`config.mk`:
```
export PLATFORM = sky130hd
export DESIGN_NAME = gpio_csr_bank
export DESIGN_NICKNAME = d
export VERILOG_FILES = /design/src/rtl/gpio_csr_pkg.sv /design/src/rtl/gpio_sync.sv /design/src/rtl/gpio_wb_port.sv /design/src/rtl/gpio_line.sv /design/src/rtl/gpio_csr_bank.sv
export SDC_FILE = /design/constraint.sdc
export NUM_CORES = 1
export LEC_CHECK = 0
export BUFFER_PORTS_ARGS = -buffer_cell sky130_fd_sc_hd__buf_2
export CORE_UTILIZATION = 45
export CTS_CLUSTER_DIAMETER = 100
export DETAILED_ROUTE_END_ITERATION = 10
export HOLD_SLACK_MARGIN = 0.03
export PLACE_DENSITY = 0.71
export SLEW_MARGIN = 20
export SYNTH_ARGS = -nofsm -noshare
export SYNTH_HDL_FRONTEND = slang
export SYNTH_HIERARCHICAL = 1
export SYNTH_SLANG_ARGS = --single-unit
```
`constraint.sdc`:
```
create_clock -name clk -period 2.19 [get_ports clk]
set_clock_uncertainty 0.05 [all_clocks]
set_input_delay 0.1095 -clock clk [delete_from_list [all_inputs] [get_ports clk]]
set_output_delay 0.1095 -clock clk [all_outputs]
set_load 0.01 [all_outputs]
```
`src/rtl/gpio_csr_pkg.sv`:
```
package gpio_csr_pkg;

  localparam int CSR_W  = 8;
  localparam int BANK_W = 3;

  // One control byte per line, MSB first.
  typedef struct packed {
    logic [BANK_W-1:0] bank;
    logic              io;
    logic              pden;
    logic              puen;
    logic              ie;
    logic              oe;
  } csr_t;

endpackage

```
`src/rtl/gpio_sync.sv`:
```
module gpio_sync #(
  parameter int W = 8
) (
  input  logic         clk,
  input  logic         rst,
  input  logic [W-1:0] d_async,
  output logic [W-1:0] d_sync
);

  logic [W-1:0] meta_q;
  logic [W-1:0] sync_q;

  always_ff @(posedge clk) begin
    if (rst) begin
      meta_q <= '0;
      sync_q <= '0;
    end else begin
      meta_q <= d_async;
      sync_q <= meta_q;
    end
  end

  assign d_sync = sync_q;

endmodule

```
`src/rtl/gpio_wb_port.sv`:
```
module gpio_wb_port #(
  parameter int ADDR_W    = 8,
  parameter int LANE_BITS = 3,
  localparam int GRP_W    = ADDR_W - LANE_BITS
) (
  input  logic              clk,
  input  logic              rst,
  input  logic              cyc,
  input  logic              stb,
  input  logic              we,
  input  logic [ADDR_W-1:0] adr,
  output logic              ack,
  output logic              wr_go,
  output logic              rd_go,
  output logic [GRP_W-1:0]  grp
);

  logic req;
  logic unused_low_adr;

  assign req   = cyc && stb && !ack;
  assign wr_go = req && we;
  assign rd_go = req && !we;
  assign grp   = adr[ADDR_W-1:LANE_BITS];
  assign unused_low_adr = ^adr[LANE_BITS-1:0];

  always_ff @(posedge clk) begin
    if (rst) ack <= 1'b0;
    else     ack <= req;
  end

endmodule

```
`src/rtl/gpio_line.sv`:
```
module gpio_line
  import gpio_csr_pkg::*;
(
  input  logic             clk,
  input  logic             rst,
  input  logic             wr_en,
  input  logic [CSR_W-1:0] wr_byte,
  input  logic             pin_sync,
  output csr_t             state,
  output logic [CSR_W-1:0] rd_byte
);

  csr_t view;

  always_ff @(posedge clk) begin
    if (rst)        state <= '0;
    else if (wr_en) state <= csr_t'(wr_byte);
  end

  // The I/O bit shows the driven value first, then the pad, else zero.
  always_comb begin
    view = state;
    if (state.oe)      view.io = state.io;
    else if (state.ie) view.io = pin_sync;
    else               view.io = 1'b0;
  end

  assign rd_byte = view;

endmodule

```
`src/rtl/gpio_csr_bank.sv`:
```
module gpio_csr_bank
  import gpio_csr_pkg::*;
#(
  parameter int NUM_LINES = 16,
  parameter int DATA_W    = 64,
  parameter int ADDR_W    = 8,
  localparam int LANES     = DATA_W / CSR_W,
  localparam int LANE_BITS = $clog2(LANES),
  localparam int GRP_W     = ADDR_W - LANE_BITS
) (
  input  logic                        clk,
  input  logic                        rst,
  input  logic                        wb_cyc,
  input  logic                        wb_stb,
  input  logic                        wb_we,
  input  logic [ADDR_W-1:0]           wb_adr,
  input  logic [LANES-1:0]            wb_sel,
  input  logic [DATA_W-1:0]           wb_dat_w,
  output logic [DATA_W-1:0]           wb_dat_r,
  output logic                        wb_ack,
  input  logic [NUM_LINES-1:0]        pad_in,
  output logic [NUM_LINES-1:0]        pad_out,
  output logic [NUM_LINES-1:0]        pad_oe,
  output logic [NUM_LINES-1:0]        pad_pu,
  output logic [NUM_LINES-1:0]        pad_pd,
  output logic [BANK_W*NUM_LINES-1:0] pad_bank
);

  logic             wr_go;
  logic             rd_go;
  logic [GRP_W-1:0] grp;
  logic [NUM_LINES-1:0] pin_sync;
  logic [CSR_W-1:0] rb [NUM_LINES];
  csr_t             st [NUM_LINES];
  logic [DATA_W-1:0] rd_word;

  gpio_wb_port #(
    .ADDR_W   (ADDR_W),
    .LANE_BITS(LANE_BITS)
  ) u_port (
    .clk  (clk),
    .rst  (rst),
    .cyc  (wb_cyc),
    .stb  (wb_stb),
    .we   (wb_we),
    .adr  (wb_adr),
    .ack  (wb_ack),
    .wr_go(wr_go),
    .rd_go(rd_go),
    .grp  (grp)
  );

  gpio_sync #(.W(NUM_LINES)) u_sync (
    .clk    (clk),
    .rst    (rst),
    .d_async(pad_in),
    .d_sync (pin_sync)
  );

  for (genvar i = 0; i < NUM_LINES; i++) begin : g_line
    localparam int GRP  = i / LANES;
    localparam int LANE = i % LANES;
    logic hit;

    assign hit = wr_go && (grp == GRP_W'(GRP)) && wb_sel[LANE];

    gpio_line u_line (
      .clk     (clk),
      .rst     (rst),
      .wr_en   (hit),
      .wr_byte (wb_dat_w[LANE*CSR_W +: CSR_W]),
      .pin_sync(pin_sync[i]),
      .state   (st[i]),
      .rd_byte (rb[i])
    );

    assign pad_out[i] = st[i].io;
    assign pad_oe[i]  = st[i].oe;
    assign pad_pu[i]  = st[i].puen;
    assign pad_pd[i]  = st[i].pden;
    assign pad_bank[i*BANK_W +: BANK_W] = st[i].bank;
  end

  always_comb begin
    rd_word = '0;
    for (int i = 0; i < NUM_LINES; i++) begin
      if (grp == GRP_W'(i / LANES))
        rd_word[(i % LANES)*CSR_W +: CSR_W] = rb[i];
    end
  end

  always_ff @(posedge clk) begin
    if (rst)        wb_dat_r <= '0;
    else if (rd_go) wb_dat_r <= rd_word;
  end

endmodule

```
# After elaboration in Yosys (flattened, before gate mapping)
# Index checks and enable logic that the tools add are counted.
dict set report word_totals {
  register_bits 225
  in_bits 101
  word_cells 174
}
dict set report op_classes {
  eq_ne 1
  n_mux 48
  n_reduce_logical 25
}
# op count
set ops {}
lappend ops {{$mux 8} 16}
lappend ops {{$mux 1} 32}
lappend ops {{$logic_and 1x1->1} 22}
lappend ops {{$eq 5x1->1 const B} 1}
lappend ops {{$logic_not 5->1} 1}
lappend ops {{$logic_not 1->1} 2}

# Logic depth before layout (Yosys ltp)
dict set report depth {
  ltp_word 5
  ltp_mapped 8
  depth_no_buf 5
}

# Hierarchy
# The synthesis kept the hierarchy.
# mod instances cells_per_inst area_per_inst_um2 seq_area_each_um2
set by_module_without_submodules {}
lappend by_module_without_submodules {gpio_line 16 36 350.3 160.2}
lappend by_module_without_submodules {gpio_csr_bank 1 318 3138.0 1281.2}
lappend by_module_without_submodules {gpio_sync 1 67 863.3 640.6}
lappend by_module_without_submodules {gpio_wb_port 1 9 93.8 20.0}

# Worst setup path after synthesis
# OpenSTA, ideal clock, no wires.
dict set report synth_path {
  path_type {reg2reg}
  from {register u_port.ack}
  to {register g_line[0].u_line.state, in the netlist g_line[0].u_line/rd_byte[0]}
  setup_time_ps 124
  arrival_time_ps 1620
  setup_slack_ps 395
  stages_incl_launch_ff 9
  path_buffers 3
  path_cell_list {dfxtp_1 and4b_2 nand2b_1 clkbuf_1 clkbuf_1 nor4_1 buf_6 mux2i_1 nor2_1}
}
dict set report synth_via {
  elab_chain_cells 5
}
# item line
set synth_lines {}
lappend synth_lines {{start, declared} gpio_wb_port.sv:12} ;# output logic ack,
lappend synth_lines {{start signal, assigned} gpio_wb_port.sv:29} ;# else ack <= req;
lappend synth_lines {{$logic_not 1->1} gpio_wb_port.sv:21} ;# assign req = cyc && stb && !ack;
lappend synth_lines {{$logic_and 1x1->1} gpio_wb_port.sv:21}
lappend synth_lines {{$logic_and 1x1->1} gpio_wb_port.sv:22} ;# assign wr_go = req && we;
lappend synth_lines {{net wr_go} gpio_csr_bank.sv:29} ;# logic wr_go;
lappend synth_lines {{$logic_and 1x1->1 (2 in a row)} gpio_csr_bank.sv:65} ;# assign hit = wr_go && (grp == GRP_W'(GRP)) && wb_sel[LANE];
lappend synth_lines {{net g_line[0].hit} gpio_csr_bank.sv:63} ;# logic hit;
lappend synth_lines {{end signal, assigned} gpio_line.sv:17} ;# else if (wr_en) state <= csr_t'(wr_byte);
lappend synth_lines {{end, declared} gpio_line.sv:9} ;# output csr_t state,
# The timed path passes the listed nets, and every way through them passes these cells.
# A chain may end at the register's enable or synchronous reset.

# Worst setup path after layout
dict set report layout_path {
  from {register u_port.ack}
  to {register wb_dat_r[37]}
}
dict set report layout_via {
  elab_chain_cells 3
}
# item line
set layout_lines {}
lappend layout_lines {{$logic_not 1->1} gpio_wb_port.sv:21}
lappend layout_lines {{$logic_and 1x1->1} gpio_wb_port.sv:21}
lappend layout_lines {{$logic_and 1x1->1} gpio_wb_port.sv:23} ;# assign rd_go = req && !we;
lappend layout_lines {{net rd_go} gpio_csr_bank.sv:30} ;# logic rd_go;
lappend layout_lines {{end signal, assigned} gpio_csr_bank.sv:94} ;# else if (rd_go) wb_dat_r <= rd_word;
lappend layout_lines {{end, declared} gpio_csr_bank.sv:19} ;# output logic [DATA_W-1:0] wb_dat_r,
# The timed path passes the listed nets, and every way through them passes these cells.

==> results.toml <==
[run_status]
status = "finished, final reports clean"

[cts]
cts_tree = "yes"
clk_pin_slew_ps = 60
root_buffer = "clkbuf_16"
cts_resized = 0
post_cts_buffers = 0
cts_buffer_depth = 3
cts_made_buffers = 24
cts.sinks = 225
htreeDepth = 1
clk-insertion-delay-late_ps = 510

[route]
routed_wl_um = 23500
drtIter0Drc = 181
drt_pass1_iterations = 4
antenna_left = 0
dr_total_vias = 7282
vias_per_cell = 4.91
wl_per_cell_um = 15.9
drc_errors = 0

[sta]
setup_violations = 0
tns_ps = 0
max_freq_mhz = 559
tightest_slew_ps = 739
finalHoldViolations = 0
drv_slew = 0
fin_crit_sh_pct = 81.7
slew_headroom_pct = 50.7
fin_crit_ps = 1790
rsz0062_at_grt = "no"

[power_and_ir_drop]
ir_worst_vdd_v = 0.000507
p_switching_mw = 1.80
p_comb_share_pct = 5.7
clkPwrFrac_pct = 45.4
p_sw_share_pct = 21.4
powerDensity_nw_per_um2 = 707
p_seq_share_pct = 48.9
power.internal_mw = 6.64
p_leak_nw = 4.98

[final_layout]
n_antenna_cell = 0
regArea_sq_um = 4500
nFillCells = 1833
multi_input_area_sq_um = 3630
layout-drive-gt1-share_pct = 29.4
final_core_util_pct = 57.0
area_growth_pct = 24.6
nNetsFinal = 1298

[global_route]
grt_max_degree = 162
grt_usage_pct = 20.7
overflow = 0
antenna_found_initial = 1
grt_pass1_wl_um = 36900
grt_pass1_vias = 7208

[setup_path]
worstPathMaxFanout = 15
critPathKind = "reg -> reg"
cp-start-kind = "flop"
critPathRequiredTime_ps = 2540
arrival_ps = 2140
end_kind = "flop"

[place]
place_congestion = 0.766
io_buffers = 274
dp_hpwl_um = 14300

[worst_hold_path]
min_path_type = "in -> reg"

[flow_run]
max-cap-violations = 0

[logic_synthesis]
netlist_area_sq_um = 9580
syn_avg_cell_area_sq_um = 10.0
postSynthCellCount = 954
yosys_warnings = 6
synth_fp_nets = 1055

[floorplan]
start_util_pct = 45.7
ios = 278
core_sq_um = 21000
die_w_um = 148
dieArea_sq_um = 21900
placementRows = 53
die_h_um = 148
-- critical path: stages (launching register included) --
cell and delay, ps:
dfxtp_1 320, and4bb_2 290, or3b_2 490, buf_4 230, o32ai_1 300
-- metal layers --
metal / GRT usage, % / vias up / part of all wire [%]
li1: - / 3595 / -
met1: 25.1 / 3428 / 43
met2: 36.5 / 217 / 49
met3: 4.63 / 40 / 5.8
met4: 5.82 / 2 / 1.9
met5: 0 / - / 0.072
-- layout make-up --
type                    instances  area share (%)
flip-flops and latches        225            37.7
multi-input cells             487            30.4
repair buffers                386            20.6
clock buffers                  35            5.81
well taps                     275            2.88
inverters                      73            2.30
clock inverters                 1           0.252
-- stage by stage --
stage | worst slack, ps | cell area [sq um] | hold slack, ps | std cells | power (mW)
after global placement | 284 | 10400 | 271 | 1364 | 4.58
after CTS | 382 | 11900 | 115 | 1482 | 8.53
final | 400 | 11900 | 126 | 1482 | 8.44
after floorplan | 395 | 9580 | 131 | 954 | 4.42
after global routing | 278 | 11900 | 122 | 1482 | 8.73
after detailed placement | 210 | 10400 | 274 | 1364 | 4.58
-- state kept, by name, indices dropped and copies added, names as in the netlist --
signal                 flops
g_line.u_line/rd_byte    112
wb_dat_r                  64
u_sync/meta_q             16
u_sync/d_sync             16
u_port/ack                 1
g_line.u_line/state       16
-- placed cells by master, fill, tap and decap left out, types with 16 or more instances in the layout --
master and count:
clkbuf_16 25, buf_4 29, o21ai_0 16, nor2b_1 32
nand2_1 32, dfxtp_1 225, dlygate4sd3_1 82, nor2_1 128
mux2i_1 192, buf_2 272, inv_1 73, o32ai_1 64
nor4_2 16
-- power by group through the flow --
stage	logic (mW)	clock network, mW	registers [mW]
final	0.481	3.83	4.13
after global routing	0.517	4.08	4.13
after CTS	0.480	3.92	4.13
after detailed placement	0.362	0	4.22
after global placement	0.359	0	4.22
after floorplan	0.204	0	4.22
-- timing repair --
action	CTS	global route
endpoints found under the hold margin	145	0
hold buffers	82	0
setup endpoints to repair	0	0
-- final timing paths --
check / from / end / slack (ps) / depth (start not counted)
worst max-delay path: u_port/ack$_SDFF_PP0_ / wb_dat_r[37]$_SDFFE_PP0P_ / 400 / 4
worst min register to register: u_sync/meta_q[2]$_SDFF_PP0_ / u_sync/d_sync[2]$_SDFF_PP0_ / 390 / 1
worst min-delay path: wb_adr[3] / wb_dat_r[52]$_SDFFE_PP0P_ / 130 / 3
worst max register to register: u_port/ack$_SDFF_PP0_ / wb_dat_r[37]$_SDFFE_PP0P_ / 400 / 4
Power figures use the tool's default switching activity.
